## src/rtl/mdio_mgmt_pkg.sv

```systemverilog
package mdio_mgmt_pkg;
  localparam int unsigned REG_W          = 32;
  localparam int unsigned MAX_DIV_W      = 7;
  localparam int unsigned CTRL_PRE_BIT   = 7;
  localparam int unsigned CTRL_DONE_BIT  = 8;
  localparam int unsigned DATA_START_BIT = 30;
  localparam logic        SEL_CTRL       = 1'b0;
  localparam logic        SEL_DATA       = 1'b1;

  typedef enum logic {
    SH_IDLE  = 1'b0,
    SH_SHIFT = 1'b1
  } shift_state_t;
endpackage

```

## src/rtl/mdio_rst_sync.sv

```systemverilog
module mdio_rst_sync (
  input  logic clk,
  input  logic rst_n,
  output logic rst_sync_n
);
  logic stage_q;
  logic out_q;

  always_ff @(posedge clk or negedge rst_n) begin
    if (!rst_n) begin
      stage_q <= 1'b0;
      out_q   <= 1'b0;
    end else begin
      stage_q <= 1'b1;
      out_q   <= stage_q;
    end
  end

  assign rst_sync_n = out_q;
endmodule

```

## src/rtl/mdio_regs.sv

```systemverilog
module mdio_regs
  import mdio_mgmt_pkg::*;
#(
  parameter int unsigned DIV_W = 7
) (
  input  logic             clk,
  input  logic             rst_n,
  input  logic             reg_wr,
  input  logic             reg_addr,
  input  logic [REG_W-1:0] reg_wdata,
  input  logic             reg_raddr,
  output logic [REG_W-1:0] reg_rdata,
  input  logic             busy,
  input  logic             frame_end,
  output logic [DIV_W-1:0] div,
  output logic             pre_en,
  output logic [REG_W-1:0] frame,
  output logic             launch
);
  logic [DIV_W-1:0] div_q, div_d;
  logic             pre_q, pre_d;
  logic             done_q, done_d;
  logic [REG_W-1:0] data_q, data_d;
  logic             ctrl_wr;
  logic             data_wr;
  logic [REG_W-1:0] ctrl_view;

  assign ctrl_wr = reg_wr && (reg_addr == SEL_CTRL);
  assign data_wr = reg_wr && (reg_addr == SEL_DATA) && !busy;
  assign launch  = data_wr && reg_wdata[DATA_START_BIT];

  always_comb begin
    div_d  = div_q;
    pre_d  = pre_q;
    data_d = data_q;
    done_d = done_q;
    if (ctrl_wr) begin
      div_d = reg_wdata[DIV_W-1:0];
      pre_d = reg_wdata[CTRL_PRE_BIT];
    end
    if (data_wr) begin
      data_d = reg_wdata;
    end
    if (frame_end) begin
      done_d = 1'b1;
    end else if (launch || ctrl_wr) begin
      done_d = 1'b0;
    end
  end

  always_ff @(posedge clk or negedge rst_n) begin
    if (!rst_n) begin
      div_q  <= '0;
      pre_q  <= 1'b0;
      done_q <= 1'b0;
      data_q <= '0;
    end else begin
      div_q  <= div_d;
      pre_q  <= pre_d;
      done_q <= done_d;
      data_q <= data_d;
    end
  end

  always_comb begin
    ctrl_view                = '0;
    ctrl_view[DIV_W-1:0]     = div_q;
    ctrl_view[CTRL_PRE_BIT]  = pre_q;
    ctrl_view[CTRL_DONE_BIT] = done_q;
  end

  assign reg_rdata = (reg_raddr == SEL_CTRL) ? ctrl_view : data_q;
  assign div       = div_q;
  assign pre_en    = pre_q;
  assign frame     = data_q;

  AST_DONE_SET: assert property (@(posedge clk) disable iff (!rst_n)
    frame_end |=> done_q);
  AST_DATA_HOLD: assert property (@(posedge clk) disable iff (!rst_n)
    (busy && reg_wr && reg_addr == SEL_DATA) |=> $stable(data_q));
  AST_CTRL_CLEAR: assert property (@(posedge clk) disable iff (!rst_n)
    (ctrl_wr && !frame_end) |=> !done_q);
endmodule

```

## src/rtl/mdio_clkdiv.sv

```systemverilog
module mdio_clkdiv #(
  parameter int unsigned DIV_W = 7
) (
  input  logic             clk,
  input  logic             rst_n,
  input  logic             launch,
  input  logic             run,
  input  logic [DIV_W-1:0] div,
  output logic             mdc,
  output logic             fall_tick
);
  logic [DIV_W-1:0] cnt_q, cnt_d;
  logic [DIV_W-1:0] lim_q, lim_d;
  logic             mdc_q, mdc_d;
  logic             half_tick;

  assign half_tick = run && (cnt_q == lim_q);
  assign fall_tick = half_tick && mdc_q;

  always_comb begin
    cnt_d = cnt_q;
    lim_d = lim_q;
    mdc_d = mdc_q;
    if (launch) begin
      cnt_d = '0;
      lim_d = div;
      mdc_d = 1'b0;
    end else if (half_tick) begin
      cnt_d = '0;
      mdc_d = !mdc_q;
    end else if (run) begin
      cnt_d = cnt_q + 1'b1;
    end else begin
      cnt_d = '0;
      mdc_d = 1'b0;
    end
  end

  always_ff @(posedge clk or negedge rst_n) begin
    if (!rst_n) begin
      cnt_q <= '0;
      lim_q <= '0;
      mdc_q <= 1'b0;
    end else begin
      cnt_q <= cnt_d;
      lim_q <= lim_d;
      mdc_q <= mdc_d;
    end
  end

  assign mdc = mdc_q;

  AST_CNT_RANGE: assert property (@(posedge clk) disable iff (!rst_n)
    run |-> (cnt_q <= lim_q));
  AST_IDLE_MDC: assert property (@(posedge clk) disable iff (!rst_n)
    (!run && !launch) |=> !mdc_q);
  AST_LIMIT_HELD: assert property (@(posedge clk) disable iff (!rst_n)
    (run && !launch) |=> $stable(lim_q));
endmodule

```

## src/rtl/mdio_shifter.sv

```systemverilog
module mdio_shifter
  import mdio_mgmt_pkg::*;
#(
  parameter int unsigned FRAME_W = 32,
  parameter int unsigned PRE_LEN = 32
) (
  input  logic               clk,
  input  logic               rst_n,
  input  logic               launch,
  input  logic               pre_en,
  input  logic [FRAME_W-1:0] frame,
  input  logic               fall_tick,
  output logic               busy,
  output logic               mdio_out,
  output logic               frame_end
);
  localparam int unsigned SR_W  = FRAME_W + PRE_LEN;
  localparam int unsigned CNT_W = $clog2(SR_W + 1);

  shift_state_t     state_q, state_d;
  logic [SR_W-1:0]  sr_q, sr_d;
  logic [CNT_W-1:0] left_q, left_d;
  logic [SR_W-1:0]  load_pre;
  logic [SR_W-1:0]  load_plain;
  logic             use_pre;

  generate
    if (PRE_LEN > 0) begin : g_pre
      assign load_pre   = {{PRE_LEN{1'b1}}, frame};
      assign load_plain = {frame, {PRE_LEN{1'b0}}};
      assign use_pre    = pre_en;
    end else begin : g_nopre
      assign load_pre   = frame;
      assign load_plain = frame;
      assign use_pre    = 1'b0;
    end
  endgenerate

  assign busy      = (state_q == SH_SHIFT);
  assign frame_end = busy && fall_tick && (left_q == CNT_W'(1));

  always_comb begin
    state_d = state_q;
    sr_d    = sr_q;
    left_d  = left_q;
    if (launch) begin
      state_d = SH_SHIFT;
      sr_d    = use_pre ? load_pre : load_plain;
      left_d  = use_pre ? CNT_W'(SR_W) : CNT_W'(FRAME_W);
    end else if (busy && fall_tick) begin
      sr_d   = {sr_q[SR_W-2:0], 1'b0};
      left_d = left_q - 1'b1;
      if (left_q == CNT_W'(1)) begin
        state_d = SH_IDLE;
      end
    end
  end

  always_ff @(posedge clk or negedge rst_n) begin
    if (!rst_n) begin
      state_q <= SH_IDLE;
      sr_q    <= '0;
      left_q  <= '0;
    end else begin
      state_q <= state_d;
      sr_q    <= sr_d;
      left_q  <= left_d;
    end
  end

  assign mdio_out = busy && sr_q[SR_W-1];

  AST_LEFT_BOUND: assert property (@(posedge clk) disable iff (!rst_n)
    busy |-> (left_q != '0 && left_q <= CNT_W'(SR_W)));
  AST_HOLD_BIT: assert property (@(posedge clk) disable iff (!rst_n)
    (busy && !fall_tick) |=> $stable(mdio_out));
  AST_END_IDLE: assert property (@(posedge clk) disable iff (!rst_n)
    frame_end |=> !busy);
  AST_LAUNCH_IDLE: assert property (@(posedge clk) disable iff (!rst_n)
    launch |-> !busy);
endmodule

```

## src/rtl/mdio_mgmt_master.sv

```systemverilog
module mdio_mgmt_master
  import mdio_mgmt_pkg::*;
#(
  parameter int unsigned DIV_W   = 7,
  parameter int unsigned PRE_LEN = 32
) (
  input  logic             clk,
  input  logic             rst_n,
  input  logic             reg_wr,
  input  logic             reg_addr,
  input  logic [REG_W-1:0] reg_wdata,
  input  logic             reg_raddr,
  output logic [REG_W-1:0] reg_rdata,
  output logic             mdc,
  output logic             mdio_out,
  output logic             mdio_oe
);
  logic             rst_sync_n;
  logic [DIV_W-1:0] div;
  logic             pre_en;
  logic [REG_W-1:0] frame;
  logic             launch;
  logic             busy;
  logic             frame_end;
  logic             fall_tick;

  mdio_rst_sync i_rst_sync (
    .clk        (clk),
    .rst_n      (rst_n),
    .rst_sync_n (rst_sync_n)
  );

  mdio_regs #(.DIV_W(DIV_W)) i_regs (
    .clk       (clk),
    .rst_n     (rst_sync_n),
    .reg_wr    (reg_wr),
    .reg_addr  (reg_addr),
    .reg_wdata (reg_wdata),
    .reg_raddr (reg_raddr),
    .reg_rdata (reg_rdata),
    .busy      (busy),
    .frame_end (frame_end),
    .div       (div),
    .pre_en    (pre_en),
    .frame     (frame),
    .launch    (launch)
  );

  mdio_clkdiv #(.DIV_W(DIV_W)) i_clkdiv (
    .clk       (clk),
    .rst_n     (rst_sync_n),
    .launch    (launch),
    .run       (busy),
    .div       (div),
    .mdc       (mdc),
    .fall_tick (fall_tick)
  );

  mdio_shifter #(.FRAME_W(REG_W), .PRE_LEN(PRE_LEN)) i_shifter (
    .clk       (clk),
    .rst_n     (rst_sync_n),
    .launch    (launch),
    .pre_en    (pre_en),
    .frame     (reg_wdata),
    .fall_tick (fall_tick),
    .busy      (busy),
    .mdio_out  (mdio_out),
    .frame_end (frame_end)
  );

  assign mdio_oe = busy;

  AST_OE_IDLE_LOW: assert property (@(posedge clk) disable iff (!rst_sync_n)
    !mdio_oe |-> (!mdio_out && !mdc));
endmodule

```

## config.mk

```make
export PLATFORM = sky130hd
export DESIGN_NAME = mdio_mgmt_master
export DESIGN_NICKNAME = d
export VERILOG_FILES = /design/src/rtl/mdio_mgmt_pkg.sv /design/src/rtl/mdio_rst_sync.sv /design/src/rtl/mdio_regs.sv /design/src/rtl/mdio_clkdiv.sv /design/src/rtl/mdio_shifter.sv /design/src/rtl/mdio_mgmt_master.sv
export SDC_FILE = /design/constraint.sdc
export NUM_CORES = 1
export LEC_CHECK = 0
export ABC_AREA = 1
export BUFFER_PORTS_ARGS = -buffer_cell sky130_fd_sc_hd__buf_4
export CORE_AREA = 4 4 106 108
export CTS_CLUSTER_DIAMETER = 60
export CTS_CLUSTER_SIZE = 25
export DETAILED_ROUTE_END_ITERATION = 7
export DIE_AREA = 0 0 110 112
export PLACE_DENSITY = 0.9
export SLEW_MARGIN = 20
export SYNTH_ARGS = -nofsm -noshare
export SYNTH_HDL_FRONTEND = slang
export SYNTH_SLANG_ARGS = --single-unit
export TNS_END_PERCENT = 50
```

## constraint.sdc

```tcl
create_clock -name clk -period 11.67 [get_ports clk]
set_clock_uncertainty 0.2 [all_clocks]
set_input_delay 0.5835 -clock clk [delete_from_list [all_inputs] [get_ports clk]]
set_output_delay 0.5835 -clock clk [all_outputs]
set_load 0.1 [all_outputs]
```

## Yosys cells after proc, flatten, opt, wreduce, memory -nomap -nowiden

Index checks and enable logic that the tools add are counted.

| operators by class | value |
|---|---|
| $add $sub $neg | 2 |
| bitwise operators | 1 |
| reductions and logical operators | 16 |
| divide/modulo/power cells | 0 |
| $mul | 0 |
| mux-type cells | 18 |
| magnitude comparators | 0 |
| eq/ne operators | 3 |
| shifts and indexed selects | 0 |

Operator list:

| cell | count |
|---|---|
| 64-bit 2-to-1 mux | 3 |
| 7-bit 2-to-1 mux | 6 |
| 32-bit 2-to-1 mux | 1 |
| 1-bit logical AND | 9 |
| 1-bit 2-to-1 mux | 8 |
| 7-bit by 1-bit adder with 7-bit output, second input constant | 1 |
| 7-bit by 1-bit equality test with 1-bit output, second input constant | 1 |
| 7-bit equality test | 1 |
| 7-bit by 1-bit subtractor with 7-bit output, second input constant | 1 |
| 2-bit nonzero test | 3 |
| 3-bit inequality test, second input constant | 1 |
| 1-bit logical NOT | 2 |
| 2-bit AND reduction | 1 |
| 1-bit logical OR | 1 |
| 1-bit NOT | 1 |

| storage, ports and cells | value |
|---|---|
| memories kept | 0 |
| input port bits | 37 |
| register bits after elaboration | 130 |
| ROM bits | 0 |
| output and inout bits | 35 |
| RAM bits | 0 |
| bits in latches | 0 |
| word-level logic and storage cells | 52 |

## Longest topological paths before layout

Gate-level depths: netlist (run 1).

| logic depth | value |
|---|---|
| word-level depth | 6 |
| mapped depth | 11 |
| gate-level depth less buffers | 10 |

## Cells and area by module

From an unflattened synthesis (run 1), not the netlist that was laid out.

| unflattened totals | value |
|---|---|
| cells, all modules | 678 |
| area, all modules | 6194.7 um^2 |

By module, submodules not included:

| module | area each (um^2) | times used | cells an instance |
|---|---|---|---|
| mdio_shifter | 3310.7 | 1 | 349 |
| mdio_regs | 2049.5 | 1 | 246 |
| mdio_clkdiv | 780.7 | 1 | 80 |
| mdio_rst_sync | 53.8 | 1 | 3 |

## Worst setup path after synthesis (run 1)

No wires, ideal clock.

| timing | value |
|---|---|
| path kind | input to output |
| from | in reg_raddr |
| to | out reg_rdata[1] |
| arrival | 2.878 ns |
| setup slack | 8.009 ns |
| cell stages on the path | 2 |
| required time | 10.887 ns |
| path through | clkbuf_1 > o21ai_0 |

| on the way | value |
|---|---|
| cells in the longest elaborated chain, start to end | 1 |

Ends and longest elaborated chain:

| item | line | RTL |
|---|---|---|
| start: declaration | mdio_mgmt_master.sv:12 | `input logic reg_raddr,` |
| 32-bit 2-to-1 mux | mdio_regs.sv:72 | `assign reg_rdata = (reg_raddr == SEL_CTRL) ? ctrl_view : data_q;` |
| end: declaration | mdio_mgmt_master.sv:13 | `output logic [REG_W-1:0] reg_rdata,` |

Every way passes these cells.

## Final worst setup path (run 1)

| timing | value |
|---|---|
| from | reg i_shifter.state_q, in the netlist i_shifter.busy |
| to | reg i_shifter.sr_q[22] |

| on the way | value |
|---|---|
| cells in the longest elaborated chain, start to end | 4 |
| elaborated cells between the ends (all ways) | 8 |
| classes of those cells | 1 x mux; 7 x reduce/logical |

Ends and longest elaborated chain:

| item | line | RTL |
|---|---|---|
| start: declaration | mdio_shifter.sv:20 | `shift_state_t state_q, state_d;` |
| start signal: assignment | mdio_shifter.sv:65 | `state_q <= state_d;` |
| 1-bit logical NOT / 1-bit logical AND (equally long branches) | mdio_regs.sv:29, mdio_clkdiv.sv:17 |  |
| 1-bit logical AND, on equally long branches | mdio_regs.sv:29, mdio_clkdiv.sv:18 |  |
| 1-bit logical AND, on equally long branches | mdio_regs.sv:30, mdio_shifter.sv:50 |  |
| 64-bit 2-to-1 mux / 2-bit nonzero test (equally long branches) | -- |  |
| end signal: assignment | mdio_shifter.sv:66 | `sr_q <= sr_d;` |
| end: declaration | mdio_shifter.sv:21 | `logic [SR_W-1:0] sr_q, sr_d;` |

Several ways; a longest one is shown, not always the timed one.
A chain may end at the register's enable or synchronous reset.

==> results of run 1 <==
final timing paths:
path                                       start  slack [ns]  cells past startpoint                 end
min in group asynchronous  i_rst_sync.rst_sync_n        0.12                      0   i_shifter.sr_q[6]
hold / removal                     reg_wdata[20]        0.08                      3    i_regs.frame[20]
setup / recovery                  i_shifter.busy        7.83                      9  i_shifter.sr_q[22]
hold reg to reg            i_rst_sync.rst_sync_n        0.12                      0   i_shifter.sr_q[6]
max in group asynchronous  i_rst_sync.rst_sync_n        9.98                      1   i_clkdiv.cnt_q[1]
setup reg to reg                  i_shifter.busy        7.83                      9  i_shifter.sr_q[22]
cell usage after synthesis (2+ instances only):
| cell type | instances | area (um2) |
|---|---|---|
| o22a_1 | 31 | 272 |
| xor2_1 | 5 | 43.8 |
| nand3_1 | 78 | 390 |
| dfrtp_1 | 130 | 3250 |
| nor2_2 | 3 | 18.8 |
| buf_2 | 22 | 110 |
| o21ai_0 | 43 | 215 |
| buf_4 | 2 | 15.0 |
| nand4_1 | 5 | 31.3 |
| inv_2 | 3 | 11.3 |
| nand2_1 | 391 | 1470 |
| ha_1 | 3 | 37.5 |
| nor2_1 | 20 | 75.1 |
| buf_6 | 6 | 67.6 |
| buf_1 | 2 | 7.51 |
| inv_1 | 71 | 267 |
| clkbuf_1 | 16 | 60.1 |
cell type report:
type | count | area (um2)
clock buffer | 21 | 459
multi-input combinational | 588 | 2630
timing repair buffer | 75 | 589
fill | 765 | 2680
clock inverter | 10 | 156
inverter | 75 | 282
sequential | 130 | 3260
tap | 136 | 170
flip-flops by register name, indices dropped and copies added (netlist names):
register               count
i_shifter.sr_q            64
i_clkdiv.mdc               1
i_clkdiv.cnt_q             7
i_rst_sync.rst_sync_n      1
i_regs.frame              32
i_shifter.left_q           7
i_shifter.busy             1
i_regs.div                 7
i_clkdiv.lim_q             7
i_regs.pre_en              1
i_rst_sync.stage_q         1
i_regs.done_q              1
cells in the final DEF (no fill, tap or decap), drive strengths merged:
master       instances
nor3                 1
clkinv               6
o31ai                1
dfrtp              130
nand4                5
nand3               80
xor2                 5
inv                 74
clkbuf              21
o21ai               44
ha                   3
bufinv               4
xnor2                1
conb                 1
nor2                24
o22a                31
dlygate4sd3          1
buf                 74
nand2              392
clkinvlp             1
kinds of logic after synthesis:
logic type | synth area share [%]
and+or+nand+nor | 31.7
DFF | 50.6
buffers and inverters | 8.43
AOI/OAI and AO/OA | 7.77
xor gates and xnor gates | 0.818
adders and majority gates | 0.584
other | 0.0584
per-layer routing:
metal	global-route usage (%)	share of wire, %	vias up	routed length [um]
met4	8.81	1.7	0	253
met1	36.2	43	2639	6380
met2	40.6	49	170	7380
li1	-	-	2715	-
met5	0	0	-	0
met3	6.26	6.1	24	909
report_power, final:
group	total (mW)	internal (mW)	switching, mW
Sequential	0.460	0.455	0.00470
Combinational	0.0526	0.0141	0.0385
Clock	0.549	0.361	0.188
metrics by stage:
stage / cell area (um2) / hold WS, ns / worst slack, ns / power (mW) / util, %
2_1_floorplan: 6430 / 0.0879 / 7.58 / 0.496 / -
3_3_place_gp: 6890 / 0.135 / 7.32 / 0.519 / 67.3
3_5_place_dp: 6890 / 0.137 / 7.25 / 0.520 / 67.3
4_1_cts: 7510 / 0.0597 / 7.30 / 1.07 / 73.4
5_1_grt: 7550 / 0.0677 / 7.43 / 1.10 / 73.8
6_report: 7550 / 0.0754 / 7.83 / 1.06 / 73.8
tightest hold or removal path: cells and delay by family:
| family | cells | cell delay [ns] |
|---|---|---|
| AND/OR/NAND/NOR | 2 | 0.10 |
| buffers and inverters | 1 | 0.10 |
==> flow_summary.ini, run 1 <==
[run_status]
status = finished clean

[logic_synthesis]
synth_nets = 881
synth_edf_count = 0
ys.flop_type = dfrtp_1
async_flop_share_pct = 100
synthCells = 841
avgSynthCellArea_um2 = 7.64
ys_types = 27
ys_seq_elements = 130
syn-cell-area_mm2 = 0.00643
seq_area_frac_synth_pct = 50.6
yosysWarnings = 0

[cts]
cts_buffer_depth = 2
ctsHoldBuffers = 1
cts.reportedPaths.clkPinSlew_ns = 0.06
h-tree-depth = 4
post-cts-setup-buffers = 0
cts_resized = 0
cts_tree = yes
numCtsBuffers = 17
cts_sinks = 130
clkLatencyLatePin_ns = 0.53
clock-root-buffer = clkbuf_8

[sta]
drv_slew = 0
period_share_pct = 32.9
rsz0062_at_grt = no
tns_ns = 0
fmax_ghz = 0.260
relSlewSlack_pct = 26.7
setup_viol = 0
finalHoldViolCount = 0
tightest_slew_ns = 1.10
fin_crit_ns = 3.84

[cells_and_area]
final_nets = 927
antenna_cells = 0
area_growth_pct = 17.4
drive_above_1_share_pct = 12.9
final_cell_count_no_fill = 1035

[power_and_ir_drop]
peakVddDrop_uv = 120
leakagePower_nw = 4.38
powerDensity_mw_per_mm2 = 141

[setup_path]
start_kind = flip-flop
crit_arrival_ns = 4.10
cp_max_fo = 42
path_common_cell = nand2_1
crit_required_ns = 11.93
worstSetupPathType = reg2reg
crit_buf_inv = 2
cp_slowest_cell = nor2_4
crit_chain = inv_2, nand3_2, nor2_4, nand2_1, inv_1, nand2_1, nand2_1, nand2_1, nand2_1
end_kind = flip-flop
path_delay_family = simple AND/OR/NAND/NOR gates
max_stage_delay_ns = 0.81

[place]
hpwl_um = 8630
portBuffers = 71
placedCellCount = 1002
gp_congestion = 0.816

[drt]
dr.pass1.iters = 5
drt_wl_total_um = 14900
drtIter0Drc = 553
dr_total_vias = 5548
wl_per_cell_um = 14.4
drc = 0
ant_nets = 0
vias_per_cell = 5.36

[die]
dieArea_mm2 = 0.0123
die_h_um = 112
row_count = 37
fp.dieW_um = 110
top_level_ports = 72
core_area_mm2 = 0.0102
initial_core_util_pct = 62.8

[global_routing]
antenna_found_initial = 0
track_usage_pct = 26.2
grt_max_degree = 112
grt_first_pass_wirelength_um = 25500
gr-total-overflow = 0
grt_pass1_vias = 5418

[hold_path]
hold_class = in2reg

[job]
drv_cap = 0
No activity file was read; power rests on OpenSTA's default activity.
==> inputs of run 2 (changes only) <==
--- a/config.mk
+++ b/config.mk
@@ -5,14 +5,14 @@
 export SDC_FILE = /design/constraint.sdc
 export NUM_CORES = 1
 export LEC_CHECK = 0
-export ABC_AREA = 1
+export ABC_AREA = 0
 export BUFFER_PORTS_ARGS = -buffer_cell sky130_fd_sc_hd__buf_4
-export CORE_AREA = 4 4 106 108
+export CORE_AREA = 4 4 114 116
 export CTS_CLUSTER_DIAMETER = 60
 export CTS_CLUSTER_SIZE = 25
 export DETAILED_ROUTE_END_ITERATION = 7
-export DIE_AREA = 0 0 110 112
-export PLACE_DENSITY = 0.9
+export DIE_AREA = 0 0 118 120
+export PLACE_DENSITY = 0.81
 export SLEW_MARGIN = 20
 export SYNTH_ARGS = -nofsm -noshare
 export SYNTH_HDL_FRONTEND = slang
==> constraint.sdc (replaced) <==
create_clock -name clk -period 3.2 [get_ports clk]
set_clock_uncertainty 0.2 [all_clocks]
set_input_delay 0.16 -clock clk [delete_from_list [all_inputs] [get_ports clk]]
set_output_delay 0.16 -clock clk [all_outputs]
set_load 0.1 [all_outputs]
==> flow_summary.ini, run 2 <==
[drt]
ant_nets = 0
drtIter0Drc = 452
drt_wl_total_um = 15400
dr_total_vias = 5149
drc = 0
wl_per_cell_um = 17.8
vias_per_cell = 5.95
dr.pass1.iters = 5

[cts]
cts.reportedPaths.clkPinSlew_ns = 0.06
h-tree-depth = 4
clock-root-buffer = clkbuf_16
post-cts-setup-buffers = 0
numCtsBuffers = 17
clkLatencyLatePin_ns = 0.42
cts_sinks = 130
cts_buffer_depth = 2
cts_resized = 0
cts_tree = yes

[global_routing]
met2_usage_pct = 37.7
grt_pass1_vias = 5162
grt_max_degree = 59
gr-total-overflow = 0
use_met3_pct = 5.66
use_met1_pct = 29.3
grt_first_pass_wirelength_um = 26000
antenna_found_initial = 0
track_usage_pct = 22.9
top_usage_layer = met2

[die]
dieArea_mm2 = 0.0142
core_area_mm2 = 0.0119
die_h_um = 120
initial_core_util_pct = 52.3
top_level_ports = 72
row_count = 40
fp.dieW_um = 118

[sta]
rsz0062_at_grt = no
period_share_pct = 79.1
postLayoutSetupSlackWorst_ns = 0.668
tightest_slew_ns = 0.685
fmax_ghz = 0.395
fin_crit_ns = 2.53
setup_viol = 0
tns_ns = 0
relSlewSlack_pct = 54.2
drv_slew = 0
finalHoldViolCount = 0

[job]
drv_cap = 0

[logic_synthesis]
ys_seq_elements = 130
synth_top_area_share_pct = 52.2
seq_area_frac_synth_pct = 52.2
ys.flop_type = dfrtp_1
yosysTopAreaCell = dfrtp_1
synthCells = 622
yosysWarnings = 0
async_flop_share_pct = 100
yosysMostFrequentCell = dfrtp_1
ys_types = 43
synth_edf_count = 0
ys_top_cells_by_area = dfrtp_1 (52%), mux2_2 (8.7%), a211oi_1 (3.7%)
synth_nets = 662
avgSynthCellArea_um2 = 10.0
ys_top_cells_by_count = dfrtp_1 (130), mux2_2 (48), nor2_1 (42), o21ai_0 (36)
syn-cell-area_mm2 = 0.00623

[cells_and_area]
drive_above_1_share_pct = 24.4
antenna_cells = 0
area_growth_pct = 26.2
final_cell_mix = dfrtp_1 (128), buf_4 (89), mux2_2 (48)
top_register = i_shifter.sr_q
largest_register_ffs = 64
layout_commonest_cell = dfrtp_1
final_nets = 745

[power_and_ir_drop]
powerDensity_mw_per_mm2 = 1010
peakVddDrop_uv = 672
leakagePower_nw = 3.41

[place]
gp_congestion = 0.807
hpwl_um = 9580
place_ws_ns = 0.687
portBuffers = 71

[hold_path]
hold_class = in2reg

[setup_path]
start_kind = flip-flop
worstSetupPathType = reg2reg
crit_arrival_ns = 2.64
end_kind = flip-flop
cp_max_fo = 33
crit_required_ns = 3.31

[run_status]
status = finished clean
## run 2: changes by cell type after synthesis, moves of 25 or more
cell,change
a211oi_1,+31
mux2_2,+48
nand2_1,-364
o22a_1,-31
a21oi_1,+34
and2_1,+25
nand3_1,-43
a31oi_1,+31
and3_1,+30
inv_1,-65
nor3_1,+34
## run 2: cell families after synthesis
| kind of cell | share of synthesized area (%) |
|---|---|
| AND/OR/NAND/NOR | 18.7 |
| AO/OA/AOI/OAI | 13.6 |
| flip-flops | 52.2 |
| buffers and inverters | 4.33 |
| multiplexers | 8.83 |
| XOR/XNOR | 1.69 |
| adder cells (fa/ha/maj) | 0.602 |
| other | 0.0601 |
## run 2: report_power, final
part / leakage, nW / internal (mW) / total [mW] / switching, mW
Clock: 0.326 / 1.54 / 2.27 / 0.737
Combinational: 1.57 / 0.950 / 2.92 / 1.97
Sequential: 1.52 / 2.33 / 2.72 / 0.387
## run 2: stage by stage
stage	cells	utilization [%]	total power [mW]	cell area [um2]	hold slack, ns
4_1_cts	865	66.1	7.92	7870	0.0386
5_1_grt	865	66.1	8.32	7870	0.0653
3_3_place_gp	800	57.5	5.45	6850	-0.256
6_report	865	66.1	7.91	7870	0.0566
3_5_place_dp	800	57.5	5.58	6850	-0.256
2_1_floorplan	622	-	4.93	6240	-0.336
## run 2: worst paths after layout
path,slack [ns],endpoint,start,depth (start not counted)
min reg2reg,0.15,i_rst_sync.rst_sync_n,i_rst_sync.stage_q,0
max reg2reg,0.67,i_shifter.sr_q[57],i_clkdiv.cnt_q[4],4
min,0.06,i_shifter.left_q[2],reg_wdata[30],3
min in group asynchronous,0.17,i_shifter.sr_q[35],i_rst_sync.rst_sync_n,0
max in group asynchronous,1.70,i_shifter.sr_q[0],i_rst_sync.rst_sync_n,1
max,0.67,i_shifter.sr_q[57],i_clkdiv.cnt_q[4],4
## run 2: metal layers
layer	vias to the layer above	share of wire [%]
li1	2409	-
met1	2556	43
met2	162	50
met3	22	4.9
met4	0	1.6
met5	-	0
## run 2: what timing repair did
item	in CTS	in global routing
setup endpoints to repair	0	0
hold buffers	33	0
endpoints found under the hold margin	103	0
## run 2: layout make-up
cell class / count / area [um2]
Clock buffer: 18 / 429
Clock inverter: 14 / 260
Fill cell: 907 / 4040
Inverter: 6 / 22.5
Multi-Input combinational cell: 428 / 2720
Sequential cell: 130 / 3260
Tap cell: 147 / 184
Timing Repair Buffer: 122 / 998
## run 2: critical path: stages (launching register included)
cell      delay, ns
dfrtp_1        0.43
xnor2_1        0.31
and4b_2        0.55
nand2_2        0.50
a211oi_1       0.42
